--- config.mk ---
export PLATFORM = sky130hd
export DESIGN_NAME = mon_engine
export DESIGN_NICKNAME = d
export VERILOG_FILES = /design/src/rtl/mon_pkg.sv /design/src/rtl/mon_tx.sv /design/src/rtl/mon_rx.sv /design/src/rtl/mon_ctrl.sv /design/src/rtl/mon_engine.sv
export SDC_FILE = /design/constraint.sdc
export NUM_CORES = 1
export LEC_CHECK = 0
export BUFFER_PORTS_ARGS = -buffer_cell sky130_fd_sc_hd__buf_4
export CORE_ASPECT_RATIO = 0.8
export CORE_MARGIN = 8
export CORE_UTILIZATION = 45
export DETAILED_ROUTE_END_ITERATION = 7
export GPL_TIMING_DRIVEN = 0
export PLACE_DENSITY = 0.6
export SLEW_MARGIN = 25
export SYNTH_ARGS = -nofsm -noshare
export SYNTH_HDL_FRONTEND = slang
export SYNTH_SLANG_ARGS = --single-unit
--- constraint.sdc ---
create_clock -name clk -period 3 [get_ports clk]
set_input_delay 0.15 -clock clk [delete_from_list [all_inputs] [get_ports clk]]
set_output_delay 0.15 -clock clk [all_outputs]
set_load 0.005 [all_outputs]
--- src/rtl/mon_pkg.sv ---
package mon_pkg;

    typedef logic [7:0]  mon_byte_t;
    typedef logic [15:0] mon_addr_t;

    localparam mon_byte_t OP_READ   = 8'h4A;
    localparam mon_byte_t OP_WRITE  = 8'h49;
    localparam mon_byte_t OP_IREAD  = 8'h1A;
    localparam mon_byte_t OP_IWRITE = 8'h19;
    localparam mon_byte_t OP_READSP = 8'h0C;
    localparam mon_byte_t OP_RUN    = 8'h28;

    typedef enum logic [3:0] {
        ST_WAIT, ST_ECHO, ST_ECHO_WT, ST_ACT, ST_SEND,
        ST_SEND_WT, ST_WRITE, ST_BREAK, ST_BREAK_WT
    } mon_state_e;

    typedef enum logic [2:0] {
        PH_KEY, PH_OP, PH_AHI, PH_ALO, PH_DATA
    } mon_phase_e;

    typedef enum logic [1:0] {
        RX_IDLE, RX_START, RX_BITS, RX_STOP
    } mon_rx_e;

    typedef struct packed {
        logic      brk;
        mon_byte_t data;
    } mon_txreq_t;

    function automatic logic in_window(mon_addr_t a, mon_addr_t lo, mon_addr_t hi);
        return (a >= lo) && (a <= hi);
    endfunction

    function automatic mon_byte_t hide_if(logic hide, mon_byte_t d);
        return hide ? 8'h00 : d;
    endfunction

endpackage

--- src/rtl/mon_tx.sv ---
module mon_tx
    import mon_pkg::*;
#(
    parameter int BIT_CYC = 16
) (
    input  logic       clk,
    input  logic       rst,
    input  logic       start,
    input  mon_txreq_t req,
    output logic       line_out,
    output logic       line_oe,
    output logic       busy,
    output logic       done
);
    localparam int CW = $clog2(BIT_CYC);

    logic [CW-1:0] cnt;
    logic [3:0]    idx;
    logic [9:0]    sh;

    always_ff @(posedge clk) begin
        if (rst) begin
            busy <= 1'b0;
            done <= 1'b0;
            cnt  <= '0;
            idx  <= '0;
            sh   <= '1;
        end else begin
            done <= 1'b0;
            if (!busy) begin
                if (start) begin
                    busy <= 1'b1;
                    cnt  <= '0;
                    idx  <= '0;
                    sh   <= req.brk ? 10'b0 : {1'b1, req.data, 1'b0};
                end
            end else if (cnt == CW'(BIT_CYC - 1)) begin
                cnt <= '0;
                sh  <= {1'b1, sh[9:1]};
                if (idx == 4'd9) begin
                    busy <= 1'b0;
                    done <= 1'b1;
                end else begin
                    idx <= idx + 4'd1;
                end
            end else begin
                cnt <= cnt + 1'b1;
            end
        end
    end

    assign line_out = busy ? sh[0] : 1'b1;
    assign line_oe  = busy;

    // the controller only asks for a frame when the line driver is free
    assert_start_idle_R3: assert property (@(posedge clk) disable iff (rst)
        start |-> !busy);

    // every frame or break lasts exactly ten bit slots
    assert_frame_len_R1: assert property (@(posedge clk) disable iff (rst)
        $fell(busy) |-> $past(idx) == 4'd9);

endmodule

--- src/rtl/mon_rx.sv ---
module mon_rx
    import mon_pkg::*;
#(
    parameter int BIT_CYC = 16
) (
    input  logic      clk,
    input  logic      rst,
    input  logic      en,
    input  logic      line_in,
    output logic      valid,
    output mon_byte_t data
);
    localparam int CW   = $clog2(BIT_CYC);
    localparam int HALF = BIT_CYC / 2;

    mon_rx_e       st;
    logic [CW-1:0] cnt;
    logic [2:0]    idx;
    mon_byte_t     sh;
    logic          s1, s2;

    always_ff @(posedge clk) begin
        if (rst) begin
            st    <= RX_IDLE;
            cnt   <= '0;
            idx   <= '0;
            sh    <= '0;
            valid <= 1'b0;
            data  <= '0;
            s1    <= 1'b1;
            s2    <= 1'b1;
        end else begin
            s1    <= line_in;
            s2    <= s1;
            valid <= 1'b0;
            if (!en) begin
                st <= RX_IDLE;
            end else begin
                case (st)
                    RX_IDLE: if (!s2) begin
                        st  <= RX_START;
                        cnt <= '0;
                    end
                    RX_START: if (cnt == CW'(HALF - 1)) begin
                        cnt <= '0;
                        idx <= '0;
                        st  <= s2 ? RX_IDLE : RX_BITS;
                    end else cnt <= cnt + 1'b1;
                    RX_BITS: if (cnt == CW'(BIT_CYC - 1)) begin
                        cnt <= '0;
                        sh  <= {s2, sh[7:1]};
                        if (idx == 3'd7) st <= RX_STOP;
                        else idx <= idx + 3'd1;
                    end else cnt <= cnt + 1'b1;
                    RX_STOP: if (cnt == CW'(BIT_CYC - 1)) begin
                        cnt <= '0;
                        st  <= RX_IDLE;
                        if (s2) begin
                            valid <= 1'b1;
                            data  <= sh;
                        end
                    end else cnt <= cnt + 1'b1;
                    default: st <= RX_IDLE;
                endcase
            end
        end
    end

endmodule

--- src/rtl/mon_ctrl.sv ---
module mon_ctrl
    import mon_pkg::*;
#(
    parameter int        KEY_LEN    = 6,
    parameter mon_addr_t KEY_BASE   = 16'hFFF8,
    parameter mon_addr_t PROT_LO    = 16'hC000,
    parameter mon_addr_t PROT_HI    = 16'hFFFF,
    parameter mon_addr_t ERASE_ADDR = 16'hFE00
) (
    input  logic       clk,
    input  logic       rst,
    input  logic       rx_valid,
    input  mon_byte_t  rx_byte,
    input  logic       tx_done,
    input  mon_byte_t  mem_rdata,
    input  mon_addr_t  sp_in,
    output logic       tx_start,
    output mon_txreq_t tx_req,
    output mon_addr_t  mem_addr,
    output mon_byte_t  mem_wdata,
    output logic       mem_we,
    output logic       erase_req,
    output logic       run_pulse
);
    localparam int KW = $clog2(KEY_LEN);

    mon_state_e    st;
    mon_phase_e    ph;
    mon_byte_t     rxd, op, ahi, wdat, resp;
    mon_addr_t     cur, ptr, key_addr, rd_addr;
    logic [KW-1:0] kidx;
    logic          key_ok, unlocked, ridx, two;

    assign key_addr = KEY_BASE + mon_addr_t'(kidx);
    assign rd_addr  = cur + {15'b0, ridx};
    assign mem_addr = (ph == PH_KEY) ? key_addr : rd_addr;

    always_comb begin
        if (op == OP_READSP) resp = ridx ? sp_in[7:0] : sp_in[15:8];
        else resp = hide_if(!unlocked && in_window(rd_addr, PROT_LO, PROT_HI), mem_rdata);
    end

    assign tx_start    = (st == ST_ECHO) || (st == ST_SEND) || (st == ST_BREAK);
    assign tx_req.brk  = (st == ST_BREAK);
    assign tx_req.data = (st == ST_SEND) ? resp : rxd;
    assign mem_we      = (st == ST_WRITE);
    assign mem_wdata   = wdat;
    assign erase_req   = mem_we && (cur == ERASE_ADDR);
    assign run_pulse   = (st == ST_ACT) && (ph == PH_OP) && (rxd == OP_RUN);

    always_ff @(posedge clk) begin
        if (rst) begin
            st       <= ST_WAIT;
            ph       <= PH_KEY;
            rxd      <= '0;
            op       <= '0;
            ahi      <= '0;
            wdat     <= '0;
            cur      <= '0;
            ptr      <= '0;
            kidx     <= '0;
            key_ok   <= 1'b1;
            unlocked <= 1'b0;
            ridx     <= 1'b0;
            two      <= 1'b0;
        end else begin
            case (st)
                ST_WAIT: if (rx_valid) begin
                    rxd <= rx_byte;
                    st  <= ST_ECHO;
                    if (ph == PH_KEY) key_ok <= key_ok & (rx_byte == mem_rdata);
                end
                ST_ECHO:    st <= ST_ECHO_WT;
                ST_ECHO_WT: if (tx_done) st <= ST_ACT;
                ST_ACT: begin
                    st <= ST_WAIT;
                    case (ph)
                        PH_KEY: if (kidx == KW'(KEY_LEN - 1)) begin
                            unlocked <= key_ok;
                            ph       <= PH_OP;
                            if (key_ok) st <= ST_BREAK;
                        end else kidx <= kidx + 1'b1;
                        PH_OP: begin
                            op <= rxd;
                            case (rxd)
                                OP_READ, OP_WRITE: ph <= PH_AHI;
                                OP_IWRITE: begin
                                    cur <= ptr;
                                    ph  <= PH_DATA;
                                end
                                OP_IREAD: begin
                                    cur  <= ptr;
                                    ptr  <= ptr + 16'd2;
                                    two  <= 1'b1;
                                    ridx <= 1'b0;
                                    st   <= ST_SEND;
                                end
                                OP_READSP: begin
                                    two  <= 1'b1;
                                    ridx <= 1'b0;
                                    st   <= ST_SEND;
                                end
                                default: ;
                            endcase
                        end
                        PH_AHI: begin
                            ahi <= rxd;
                            ph  <= PH_ALO;
                        end
                        PH_ALO: begin
                            cur <= {ahi, rxd};
                            ptr <= {ahi, rxd} + 16'd1;
                            if (op == OP_READ) begin
                                two  <= 1'b0;
                                ridx <= 1'b0;
                                st   <= ST_SEND;
                                ph   <= PH_OP;
                            end else ph <= PH_DATA;
                        end
                        PH_DATA: begin
                            wdat <= rxd;
                            st   <= ST_WRITE;
                            ph   <= PH_OP;
                            if (op == OP_IWRITE) ptr <= ptr + 16'd1;
                        end
                        default: ph <= PH_OP;
                    endcase
                end
                ST_SEND:    st <= ST_SEND_WT;
                ST_SEND_WT: if (tx_done) begin
                    if (two && !ridx) begin
                        ridx <= 1'b1;
                        st   <= ST_SEND;
                    end else begin
                        ridx <= 1'b0;
                        st   <= ST_WAIT;
                    end
                end
                ST_WRITE:    st <= ST_WAIT;
                ST_BREAK:    st <= ST_BREAK_WT;
                ST_BREAK_WT: if (tx_done) st <= ST_WAIT;
                default:     st <= ST_WAIT;
            endcase
        end
    end

    // the start request never lasts longer than one cycle
    assert_run_single_R12: assert property (@(posedge clk) disable iff (rst)
        run_pulse |=> !run_pulse);

    // every write strobe is a single cycle
    assert_we_single_R8: assert property (@(posedge clk) disable iff (rst)
        mem_we |=> !mem_we);

    // the lock decision changes only at the close of the key phase
    assert_lock_key_phase_R4: assert property (@(posedge clk) disable iff (rst)
        !$stable(unlocked) |-> $past(ph) == PH_KEY);

endmodule

--- src/rtl/mon_engine.sv ---
module mon_engine
    import mon_pkg::*;
#(
    parameter int          CLK_HZ     = 9_830_400,
    parameter int          BAUD       = 9600,
    parameter int          KEY_LEN    = 6,
    parameter logic [15:0] KEY_BASE   = 16'hFFF8,
    parameter logic [15:0] PROT_LO    = 16'hC000,
    parameter logic [15:0] PROT_HI    = 16'hFFFF,
    parameter logic [15:0] ERASE_ADDR = 16'hFE00
) (
    input  logic        clk,
    input  logic        rst,
    input  logic        pin_in,
    output logic        pin_out,
    output logic        pin_oe,
    output logic [15:0] mem_addr,
    input  logic [7:0]  mem_rdata,
    output logic [7:0]  mem_wdata,
    output logic        mem_we,
    output logic        erase_req,
    input  logic [15:0] sp_in,
    output logic        run_pulse
);
    localparam int BIT_CYC = CLK_HZ / BAUD;

    logic       rx_valid, tx_start, tx_busy, tx_done;
    mon_byte_t  rx_byte;
    mon_txreq_t tx_req;

    mon_rx #(.BIT_CYC(BIT_CYC)) rx_i (
        .clk(clk), .rst(rst), .en(!tx_busy), .line_in(pin_in),
        .valid(rx_valid), .data(rx_byte)
    );

    mon_tx #(.BIT_CYC(BIT_CYC)) tx_i (
        .clk(clk), .rst(rst), .start(tx_start), .req(tx_req),
        .line_out(pin_out), .line_oe(pin_oe), .busy(tx_busy), .done(tx_done)
    );

    mon_ctrl #(
        .KEY_LEN(KEY_LEN), .KEY_BASE(KEY_BASE), .PROT_LO(PROT_LO),
        .PROT_HI(PROT_HI), .ERASE_ADDR(ERASE_ADDR)
    ) ctrl_i (
        .clk(clk), .rst(rst), .rx_valid(rx_valid), .rx_byte(rx_byte),
        .tx_done(tx_done), .mem_rdata(mem_rdata), .sp_in(sp_in),
        .tx_start(tx_start), .tx_req(tx_req), .mem_addr(mem_addr),
        .mem_wdata(mem_wdata), .mem_we(mem_we), .erase_req(erase_req),
        .run_pulse(run_pulse)
    );

    // nothing is received while the engine itself is sending
    assert_no_rx_in_tx_R3: assert property (@(posedge clk) disable iff (rst)
        !(rx_valid && tx_busy));

endmodule

**Word level (Yosys, flattened, before mapping)**

Index checks and enable logic that the tools add are counted.

- Register bits after elaboration: 138
- Output and inout port bits: 29
- Bits of input ports: 27
- Word-level logic and storage cells: 209

- $lt $le $gt $ge: 2
- Equal/unequal tests: 54
- Bitwise gates (word level): 6
- Add/subtract/negate cells: 10
- Muxes and demuxes: 66
- Reduce and logical (&&, ||, !) cells: 45

Operators with widths:

| kind | number |
|---|---|
| 10-bit two-way mux | 10 |
| 16-bit two-way mux | 4 |
| 16-bit case mux with 3 select lines | 1 |
| 4-bit two-way mux | 9 |
| 16-bit by 1-bit adder with 16-bit output (second input constant) | 2 |
| 8-bit two-way mux | 4 |
| 16-bit case mux with 2 select lines | 1 |
| 4-bit case mux with 8 select lines | 1 |
| 10-bit case mux with 3 select lines | 1 |
| 3-bit two-way mux | 9 |
| 8-bit by 5-bit equality test with 1-bit output (second input constant) | 3 |
| 8-bit by 7-bit equality test with 1-bit output (second input constant) | 3 |
| 2-bit inequality test (second input constant) | 12 |
| 3-bit AND reduction | 7 |
| 10-bit by 1-bit adder with 10-bit output (second input constant) | 2 |
| 10-bit equality test (second input constant) | 2 |
| 16-bit by 1-bit adder with 16-bit output | 1 |
| 16-bit by 2-bit adder with 16-bit output (second input constant) | 1 |
| 16-bit equality test (second input constant) | 1 |
| 4-bit by 3-bit equality test with 1-bit output (second input constant) | 4 |
| 8-bit by 4-bit equality test with 1-bit output (second input constant) | 2 |
| 16-bit greater-or-equal comparator (second input constant) | 1 |
| 16-bit less-or-equal comparator (second input constant) | 1 |
| 4-bit case mux with 4 select lines | 1 |
| other kinds (38) | 100 |

**Logic depth before layout (Yosys ltp)**

Gate-level depths: netlist of the first run.

- Word-level depth: 10
- Gate-level depth with buffers: 13

**Hierarchy**

A second synthesis of the first run with hierarchy kept.

- Cell total of the unflattened synthesis: 1,047
- Area total of the unflattened synthesis: 8,259.2 µm²

By module, submodules not included:

| module | area each (µm²) | cells each | instances | sequential area each (µm²) |
|---|---|---|---|---|
| mon_ctrl | 5,258.8 | 718 | 1 | 1,561.5 |
| mon_rx | 1,635.3 | 180 | 1 | 680.7 |
| mon_tx | 1,361.3 | 148 | 1 | 520.5 |
| mon_engine | 3.8 | 1 | 1 | 0.0 |

**Worst setup path after synthesis of the first run**

Ideal clock, no wire load.

- Path type: register -> register
- From: register ctrl_i.ph[0]
- To: register ctrl_i.ptr[8]
- Data required time: 2.909 ns
- Path slack: 0.339 ns
- Library setup time: 0.091 ns
- Cell stages (with the launch flop): 13
- Arrival time: 2.570 ns
- Path through: dfxtp_1 > buf_6 > nor3b_4 > buf_2 > buf_1 > nand2_1 > nand2_1 > ha_1 > nand3_1 > nor2_1 > a211oi_1 > a211o_1 > a311oi_1

- Word-level cells in the longest chain between the ends: 3
- Elaborated cells between the ends (all ways): 8
- Classes of those cells: 5 x eq/ne; 1 x mux; 2 x reduce/logical

Ends and longest elaborated chain:

| what | RTL line | RTL |
|---|---|---|
| start, declared | mon_ctrl.sv:28 | `mon_phase_e ph;` |
| start signal, assigned | mon_ctrl.sv:54 | `ph <= PH_KEY;` |
| start signal, assigned | mon_ctrl.sv:80 | `ph <= PH_OP;` |
| start signal, assigned | mon_ctrl.sv:86 | `OP_READ, OP_WRITE: ph <= PH_AHI;` |
| 3-bit equality test (tied with other cells) | mon_ctrl.sv:77 | `case (ph)` |
| 2-bit by 1-bit inequality test with 1-bit output (no line) (tied with other cells) | - |  |
| 4-bit AND reduction (no line) | - |  |
| end signal, assigned | mon_ctrl.sv:93 | `ptr <= ptr + 16'd2;` |
| end signal, assigned | mon_ctrl.sv:112 | `ptr <= {ahi, rxd} + 16'd1;` |
| end signal, assigned | mon_ctrl.sv:124 | `if (op == OP_IWRITE) ptr <= ptr + 16'd1;` |
| end, declared | mon_ctrl.sv:30 | `mon_addr_t cur, ptr, key_addr, rd_addr;` |

Parallel ways exist; a longest one is shown, timed or not.
A chain may end at the register's enable or synchronous reset.

**Worst setup path after layout of the first run**

- From: register ctrl_i.ph[2]
- To: register ctrl_i.ptr[12]

The elaborated chain is that of the path after synthesis.

==> flow_summary_export.csv, run 1 <==
group,metric,value,unit
outcome,status,"finished clean",
layout,fillers,1739,
routing,ant_nets,0,
logic_synthesis,synthesis.area,8000,um^2
floorplanning,die_y,135,um
critical_path,cp-end-kind,"flop",
routing,vias_per_cell,5.92,
floorplanning,dieArea,22300,um^2
timing,hold_viol_final,0,
timing,tns,0,ns
routing,routed_wl,26200,um
layout,area_growth,16.6,%
grt,grt_overflow,0,
place,io_buffers,55,
logic_synthesis,synth_cell_types,73,
grt,grt_pass1_wl,41000,um
floorplanning,io_pins,56,
critical_path,required,3.33,ns
job,max_cap_viol_count,0,
routing,drc_errors,0,
place,gp_congestion,0.969,
timing,timing.final.crit_period,2.82,ns
layout,layout_common_cells,"140 x nor2_1, 138 x nand2_1, 138 x dfxtp_1",
timing,worst_slew_pin_slew,0.985,ns
power_and_ir_drop,p_leak,3.28,nW
timing,fmax,0.355,GHz
power_and_ir_drop,p_per_area,461,nW/um^2
clocking,worstSkewPairLatency,0.44,ns
critical_path,worstPathMaxFanout,10,
grt,grtUsageMet2,0.352,
grt,grt_max_degree,20,
worst_hold_path,hold_class,"in2reg",
floorplanning,rows,43,
layout,drive_gt1_frac,0.123,
timing,slew_viol_final,0,
grt,antenna_found_initial,0,
logic_synthesis,yosysSeqAreaShare,0.345,
layout,multi_input_area,4870,um^2
logic_synthesis,synth_cells,1038,
clocking,path_clk_slew,0.07,ns
routing,drt_iter0_drc,710,
logic_synthesis,synth_nets,1077,
layout,seqCellArea,2760,um^2
floorplanning,start_util,0.460,
clocking,cts.sinks,138,
worst_hold_path,min_path_cells,5,
grt,grt_use_total,0.235,
routing,avgRoutedWirePerCell,19.4,um
clocking,clockBufferDepth,2,
layout,finalInstanceArea,9320,um^2
clocking,cts_buffers,17,
logic_synthesis,avgSynthCellArea,7.70,um^2
worst_hold_path,hold_start,"mem_rdata[5]",
timing,max_slew_margin,0.343,
timing,skew,0.00779,ns
clocking,cts-root-buf,"clkbuf_16",
critical_path,worst_ep_arrival_time,3.15,ns
logic_synthesis,yosys_most_used_dff,"dfxtp_1",
grt,grt_pass1_vias,7283,
grt,grt.busiest_layer,"met2",
floorplanning,coreArea,17400,um^2
layout,diodes,0,
critical_path,worst-setup-path-type,"reg2reg",
logic_synthesis,synth_edf_count,0,
place,placed_area,8690,um^2
timing,finalSetupViolations,0,
layout,mostFrequentLayoutCell,"nor2_1",
floorplanning,fp.dieW,165,um
grt,met3_usage,0.0474,
critical_path,reg2reg_slack,0.18,ns
logic_synthesis,yosys_warnings,0,
critical_path,worstSetupStartpoint,"ctrl_i.ph[2]",
layout,layout.nets,1152,
clocking,htreeDepth,4,
timing,period_share,0.940,
grt,use_met1,0.331,
logic_synthesis,ys_ff_latch,138,
routing,firstDrtPassIters,5,
clocking,cts_tree,"yes",
critical_path,rr_startpoint,"ctrl_i.ph[2]",
power_and_ir_drop,ir_drop,0.329,mV
routing,dr_total_vias,7996,
logic_synthesis,postSynth.asyncResetShare,0,
critical_path,critPathLaunchType,"flop",
place,post-dp-hpwl,18600,um
timing,rsz0062_at_grt,"no",
critical_path,worstRegToRegCells,13,
[kinds of logic after synthesis]
logic type,count (synthesis),synth area share
AOI/OAI and AO/OA,227,0.183
adders and majority gates,12,0.0188
xor gates and xnor gates,43,0.0471
buffers and inverters,91,0.0493
DFF,138,0.345
muxes,51,0.0643
and+or+nand+nor,476,0.292
[layout make-up]
class / count / area share
multi-input combinational: 809 / 0.522
sequential: 138 / 0.296
timing repair buffer: 57 / 0.0462
clock buffer: 17 / 0.0456
buffer: 74 / 0.0361
tap: 225 / 0.0302
clock inverter: 15 / 0.0165
inverter: 16 / 0.00644
[per-layer routing]
layer | share of wire | wire length (um)
met4 | 0.022 | 572
met1 | 0.47 | 12400
met3 | 0.072 | 1900
met5 | 0 | 0
met2 | 0.43 | 11400
[worst paths after layout]
path | end
worst max register to register | ctrl_i.ptr[12]
worst min register to register | rx_i.s2
worst max-delay path | ctrl_i.ptr[12]
worst min-delay path | tx_i.sh[6]
[flip-flops by register name, summed over array words and instances (netlist names), 10 cells and up, named ones only]
signal,flops
rx_i.cnt,10
tx_i.sh,10
tx_i.cnt,10
ctrl_i.ptr,16
ctrl_i.cur,16
[synthesized netlist by cell type, types with 4 or more instances]
| cell type | count | area share |
|---|---|---|
| nor4_1 | 11 | 0.0086 |
| a221oi_1 | 13 | 0.014 |
| o21ai_1 | 8 | 0.0050 |
| nand2b_1 | 12 | 0.0094 |
| and2_1 | 5 | 0.0039 |
| nor3_2 | 6 | 0.0075 |
| o22ai_1 | 9 | 0.0070 |
| nand3_1 | 43 | 0.027 |
| and3_1 | 13 | 0.010 |
| nor3b_1 | 6 | 0.0056 |
| buf_1 | 5 | 0.0023 |
| dfxtp_1 | 138 | 0.35 |
| nor4b_1 | 5 | 0.0055 |
| xnor2_1 | 26 | 0.028 |
| nand2_1 | 138 | 0.065 |
| clkbuf_1 | 52 | 0.024 |
| buf_2 | 12 | 0.0075 |
| nor2b_1 | 8 | 0.0063 |
| ha_1 | 12 | 0.019 |
| o21ai_0 | 50 | 0.031 |
| nor2_1 | 141 | 0.066 |
| mux2i_1 | 48 | 0.060 |
| nand3b_1 | 5 | 0.0047 |
| buf_6 | 4 | 0.0056 |
| a311oi_1 | 18 | 0.020 |
| or3_1 | 10 | 0.0078 |
| nand4_1 | 22 | 0.017 |
| nand4b_1 | 4 | 0.0044 |
| a31oi_1 | 6 | 0.0047 |
| inv_1 | 16 | 0.0075 |
| nor3_1 | 24 | 0.015 |
| a211oi_1 | 11 | 0.010 |
| xor2_1 | 17 | 0.019 |
| a21oi_1 | 75 | 0.047 |
| o31ai_1 | 4 | 0.0038 |
[per-stage QoR]
stage	hold WS (ns)	worst slack (ns)	total power [W]	util	instances
floorplan	0.254	0.339	0.00210	-	1038
global placement	0.337	-0.423	0.00221	0.500	1318
detailed placement	0.346	-0.426	0.00221	0.500	1318
CTS	0.0935	0.155	0.00431	0.535	1351
global route	0.131	0.0365	0.00443	0.536	1351
finish	0.0981	0.180	0.00430	0.536	1351
[critical path, stage by stage (launching register included)]
cell and delay (ns):
dfxtp_1 0.30, buf_4 0.16, or3b_4 0.26, buf_6 0.15, clkbuf_4 0.24, nand2_1 0.07, nand2_1 0.10, ha_1 0.28
nand3_2 0.20, nor4_1 0.39, o21ai_1 0.12, xnor2_1 0.16, nand2_1 0.06, and3_1 0.21
[where the power goes]
group          leakage, nW  internal (W)  total [W]  switching [W]
clock                0.281       0.00117    0.00213       0.000954
combinational         1.88      0.000101   0.000292       0.000191
sequential            1.11       0.00186    0.00188      0.0000221
total                 3.28       0.00313    0.00430        0.00117
[timing repair]
item	4_1_cts	5_1_grt
gates resized for setup	2	8
hold buffers	1	0
setup buffers	1	0
hold endpoints to repair	1	0
setup endpoints to repair	6	2
pin swaps	0	1
Note: power is estimated with default switching activity, not from simulation.
==> run 2, diff against run 1 <==
CORE_UTILIZATION = 60   (was 45)
PLACE_DENSITY = 0.77   (was 0.6)
SETUP_SLACK_MARGIN = 0.2   (was unset)
==> run 2 against run 1 <==
Critical path depth down 6. Via count up 2.2%. Utilization up 19 points. Cell count down 3.6%. Global-route usage up 5.0 points. Final area up 0.23%. Sequential share of layout area down 0.067 points.
==> flow_summary_export.csv, run 2 (synthesis results as in run 1) <==
group,metric,value,unit
clocking,path_clk_slew,0.07,ns
clocking,htreeDepth,4,
layout,diodes,0,
layout,largestRegisters,"ctrl_i.cur: 16 flops, ctrl_i.ptr: 16 flops",
routing,avgRoutedWirePerCell,19.1,um
floorplanning,die_y,119,um
outcome,status,"finished clean",
routing,drt_iter0_drc,1052,
grt,grt_pass1_vias,7635,
layout,multi_input_area,4910,um^2
power_and_ir_drop,ir_drop,0.491,mV
floorplanning,coreArea,12900,um^2
routing,vias_per_cell,6.27,
routing,firstDrtPassIters,5,
timing,worst_slew_pin_slew,1.04,ns
floorplanning,dieArea,17300,um^2
timing,fmax,0.377,GHz
power_and_ir_drop,p_per_area,464,nW/um^2
timing,slew_viol_final,0,
grt,grt_pass1_wl,40100,um
timing,rsz0062_at_grt,"no",
timing,hold_viol_final,0,
timing,skew,0.00938,ns
worst_hold_path,hold_start,"mem_rdata[4]",
timing,max_slew_margin,0.310,
floorplanning,rows,37,
routing,drc_errors,0,
grt,grt_use_total,0.285,
place,gp_congestion,0.985,
critical_path,worstPathMaxFanout,9,
routing,dr_total_vias,8170,
clocking,clockBufferDepth,2,
critical_path,required,3.34,ns
layout,mostFrequentLayoutCell,"nor2_1",
layout,seqCellArea,2760,um^2
critical_path,rr_startpoint,"ctrl_i.rxd[5]",
worst_hold_path,min_path_cells,5,
clocking,worstSkewPairLatency,0.44,ns
worst_hold_path,hold_class,"in2reg",
critical_path,worstReg2RegEnd,"ctrl_i.ptr[13]",
critical_path,critPathLaunchType,"flop",
floorplanning,io_pins,56,
grt,grt_overflow,0,
worst_hold_path,hold_end,"tx_i.sh[5]",
place,place_inst,1268,
layout,layout_common_cells,"140 x nor2_1, 138 x nand2_1, 138 x dfxtp_1",
critical_path,cp-end-kind,"flop",
layout,fillers,1046,
layout,drive_gt1_frac,0.126,
power_and_ir_drop,p_leak,3.32,nW
timing,period_share,0.884,
timing,timing.final.crit_period,2.65,ns
layout,area_growth,16.8,%
routing,ant_nets,0,
critical_path,worst_ep_arrival_time,2.99,ns
job,max_cap_viol_count,0,
routing,routed_wl,24800,um
place,io_buffers,55,
timing,timing.hold.ws,0.123,ns
clocking,cts.sinks,138,
critical_path,reg2reg_slack,0.35,ns
clocking,cts_buffers,17,
critical_path,worstRegToRegCells,7,
critical_path,worst-setup-path-type,"reg2reg",
place,post-dp-hpwl,17500,um
grt,antenna_found_initial,0,
layout,instances_no_fill,1303,
floorplanning,fp.dieW,145,um
floorplanning,start_util,0.619,
grt,grt_max_degree,17,
clocking,cts_tree,"yes",
layout,layout.nets,1154,
clocking,cts-root-buf,"clkbuf_16",
timing,finalSetupViolations,0,
-- run 2: changes by cell type in the layout (fill, tap and decap cells not counted), sizes merged --
cell,before,now
clkinvlp,2,0
clkinv,4,3
buf,77,81
inv,24,27
clkbuf,70,68
-- run 2: critical path: stages, from the launching register on --
cell	delay, ns
dfxtp_1	0.31
clkbuf_1	0.51
nand4_1	0.21
nor4_1	0.68
o22ai_1	0.21
xnor2_1	0.16
and2_1	0.16
a2111oi_2	0.31
-- run 2: stage by stage --
stage | util | setup WS [ns] | setup TNS [ns] | cell area [um^2] | total power (W)
2_1_floorplan | - | 0.339 | 0 | 8000 | 0.00210
3_3_place_gp | 0.668 | -0.345 | -1.20 | 8630 | 0.00220
3_5_place_dp | 0.668 | -0.366 | -1.28 | 8630 | 0.00220
4_1_cts | 0.717 | 0.118 | 0 | 9270 | 0.00433
5_1_grt | 0.723 | 0.202 | 0 | 9340 | 0.00445
6_report | 0.723 | 0.349 | 0 | 9340 | 0.00433
-- run 2: routing by layer --
layer,GRT usage,vias to the layer above,part of all wire
li1,-,3886,-
met4,0.112,0,0.022
met2,0.432,406,0.43
met3,0.0639,45,0.090
met5,0,-,0
met1,0.388,3833,0.46
-- run 2: how the worst max path moves through the flow --
stage          cells after the start           from        endpoint  slack (ns)
2_1_floorplan                     12   ctrl_i.ph[0]   ctrl_i.ptr[8]        0.34
3_3_place_gp                      13   ctrl_i.ph[2]  ctrl_i.ptr[12]       -0.34
3_5_place_dp                      13   ctrl_i.ph[2]  ctrl_i.ptr[12]       -0.37
4_1_cts                           13   ctrl_i.ph[2]  ctrl_i.ptr[12]        0.12
5_1_grt                           13   ctrl_i.ph[2]   ctrl_i.ptr[6]        0.20
6_report                           7  ctrl_i.rxd[5]  ctrl_i.ptr[13]        0.35
-- run 2: cell type report --
cell class,instances,share of cell area
Clock inverter,15,0.0188
Sequential cell,138,0.296
Inverter,16,0.00643
Multi-Input combinational cell,809,0.526
Buffer,75,0.0376
Tap cell,175,0.0234
Clock buffer,17,0.0455
Timing Repair Buffer,58,0.0469
-- run 2: power breakdown --
group	switching [W]	total [W]	internal (W)
Clock	0.000965	0.00216	0.00119
Sequential	0.0000232	0.00188	0.00186
Combinational	0.000188	0.000289	0.000101
Total	0.00118	0.00433	0.00315
-- run 2: timing repair --
| item | in CTS | in global routing |
|---|---|---|
| gates resized for setup | 5 | 19 |
| pin swaps | 0 | 4 |
| hold buffers | 1 | 0 |
| endpoints found under the hold margin | 1 | 0 |
| endpoints found under the setup margin | 6 | 6 |
| buffers inserted | 1 | 1 |
==> run 3, diff against run 2 <==
CORE_MARGIN = unset   (was 8)
==> run 3 against run 2 <==
Sequential share of layout area increased by 0.060 points. Critical endpoint is now ctrl_i.ptr[8]. Final area shrank 0.20%. Largest power group unchanged. Via count is 1.3% higher. Global-route usage grew 8.2 points. Clock-buffer cell count stayed put. Register-to-register slack got worse by 0.04 ns. Power grew 0.71%.
==> flow_summary_export.csv, run 3 (synthesis results as in run 1) <==
group,metric,value,unit
outcome,status,"finished clean",
routing,drt_iter0_drc,1038,
timing,slew_viol_final,0,
layout,multi_input_area,4900,um^2
clocking,cts-root-buf,"clkbuf_16",
timing,hold_viol_final,0,
timing,rsz0062_at_grt,"yes",
floorplanning,coreArea,12900,um^2
routing,dr_total_vias,8274,
timing,finalSetupViolations,0,
routing,routed_wl,24300,um
timing,period_share,0.898,
critical_path,worst_ep_arrival_time,3.03,ns
routing,avgRoutedWirePerCell,18.7,um
critical_path,cp-end-kind,"flop",
clocking,worstSkewPairLatency,0.43,ns
critical_path,critPathLaunchType,"flop",
grt,grt_pass1_wl,38400,um
grt,grt_pass1_vias,7324,
floorplanning,io_pins,56,
grt,antenna_found_initial,0,
grt,grt_use_total,0.367,
grt,grt_max_degree,17,
layout,layout.nets,1153,
grt,grt_overflow,0,
layout,mostFrequentLayoutCell,"nor2_1",
power_and_ir_drop,p_leak,3.31,nW
layout,instances_no_fill,1302,
timing,worst_slew_pin_slew,1.00,ns
job,max_cap_viol_count,0,
floorplanning,start_util,0.619,
layout,drive_gt1_frac,0.127,
critical_path,required,3.34,ns
layout,diodes,0,
critical_path,worst-setup-path-type,"reg2reg",
routing,ant_nets,0,
power_and_ir_drop,p_per_area,468,nW/um^2
floorplanning,die_y,105,um
place,post-dp-hpwl,17000,um
routing,firstDrtPassIters,8,
worst_hold_path,hold_class,"in2reg",
floorplanning,dieArea,13800,um^2
layout,largestRegisters,"ctrl_i.cur: 16 flops, ctrl_i.ptr: 16 flops",
power_and_ir_drop,ir_drop,0.396,mV
layout,finalInstanceArea,9320,um^2
layout,area_growth,16.6,%
place,placed_area,8630,um^2
clocking,path_clk_slew,0.07,ns
clocking,cts_buffers,17,
clocking,htreeDepth,4,
clocking,cts.sinks,138,
routing,drc_errors,0,
layout,fillers,1086,
place,gp_congestion,0.996,
place,place_inst,1268,
routing,vias_per_cell,6.35,
floorplanning,fp.dieW,131,um
place,io_buffers,55,
clocking,cts_tree,"yes",
layout,seqCellArea,2760,um^2
layout,layout_common_cells,"140 x nor2_1, 138 x nand2_1, 138 x dfxtp_1",
timing,fmax,0.371,GHz
critical_path,worstPathMaxFanout,10,
timing,timing.final.crit_period,2.69,ns
floorplanning,rows,37,
timing,max_slew_margin,0.330,
layout,fin_util,0.722,
clocking,clockBufferDepth,2,
timing,skew,0.00767,ns
-- run 3: worst max-delay path, cell delays in order (launching register included) --
cell	delay [ns]
dfxtp_1	0.31
buf_4	0.15
or3b_4	0.43
buf_6	0.17
buf_4	0.18
nand2_1	0.07
nand2_1	0.07
ha_2	0.23
nand3_2	0.20
nor3_4	0.08
o21bai_1	0.17
a211o_1	0.30
a311oi_1	0.24
-- run 3: what timing repair did --
item | in CTS | in global routing
pin swaps | 0 | 2
cloned | 0 | 0
endpoints found under the hold margin | 1 | 0
endpoints found under the setup margin | 6 | 6
gates resized for setup | 8 | 12
buffers inserted | 1 | 0
hold buffers | 1 | 0
-- run 3: stage by stage --
step | hold slack, ns | TNS, ns | power, W | worst slack (ns)
after floorplan | 0.254 | 0 | 0.00210 | 0.339
after global placement | 0.334 | -1.29 | 0.00220 | -0.378
after detailed placement | 0.345 | -1.31 | 0.00221 | -0.386
after CTS | 0.104 | 0 | 0.00436 | 0.182
after global routing | 0.152 | 0 | 0.00446 | 0.175
final | 0.121 | 0 | 0.00436 | 0.307
-- run 3: layout make-up --
type | count | area share
Clock buffer | 17 | 0.0456
Buffer | 75 | 0.0373
Sequential cell | 138 | 0.296
Timing Repair Buffer | 57 | 0.0462
Multi-Input combinational cell | 809 | 0.525
Tap cell | 175 | 0.0235
Inverter | 16 | 0.00644
Clock inverter | 15 | 0.0192
-- run 3: path summary, 6_finish.rpt --
| kind | from | to | slack [ns] | cells after the start |
|---|---|---|---|---|
| worst max-delay path | ctrl_i.ph[2] | ctrl_i.ptr[8] | 0.31 | 12 |
| worst min-delay path | mem_rdata[6] | tx_i.sh[7] | 0.12 | 5 |
| worst max register to register | ctrl_i.ph[2] | ctrl_i.ptr[8] | 0.31 | 12 |
| worst min register to register | rx_i.s1 | rx_i.s2 | 0.41 | 1 |
-- run 3: metal layers --
metal | up-vias | track usage | part of all wire
met5 | - | 0 | 0
met4 | 0 | 0.170 | 0.033
met3 | 67 | 0.0848 | 0.10
met2 | 440 | 0.528 | 0.42
met1 | 3888 | 0.517 | 0.44
li1 | 3879 | - | -
-- run 3: where the power goes --
part	switching, W	internal [W]
Sequential	0.0000231	0.00186
Combinational	0.000190	0.000101
Clock	0.000930	0.00126
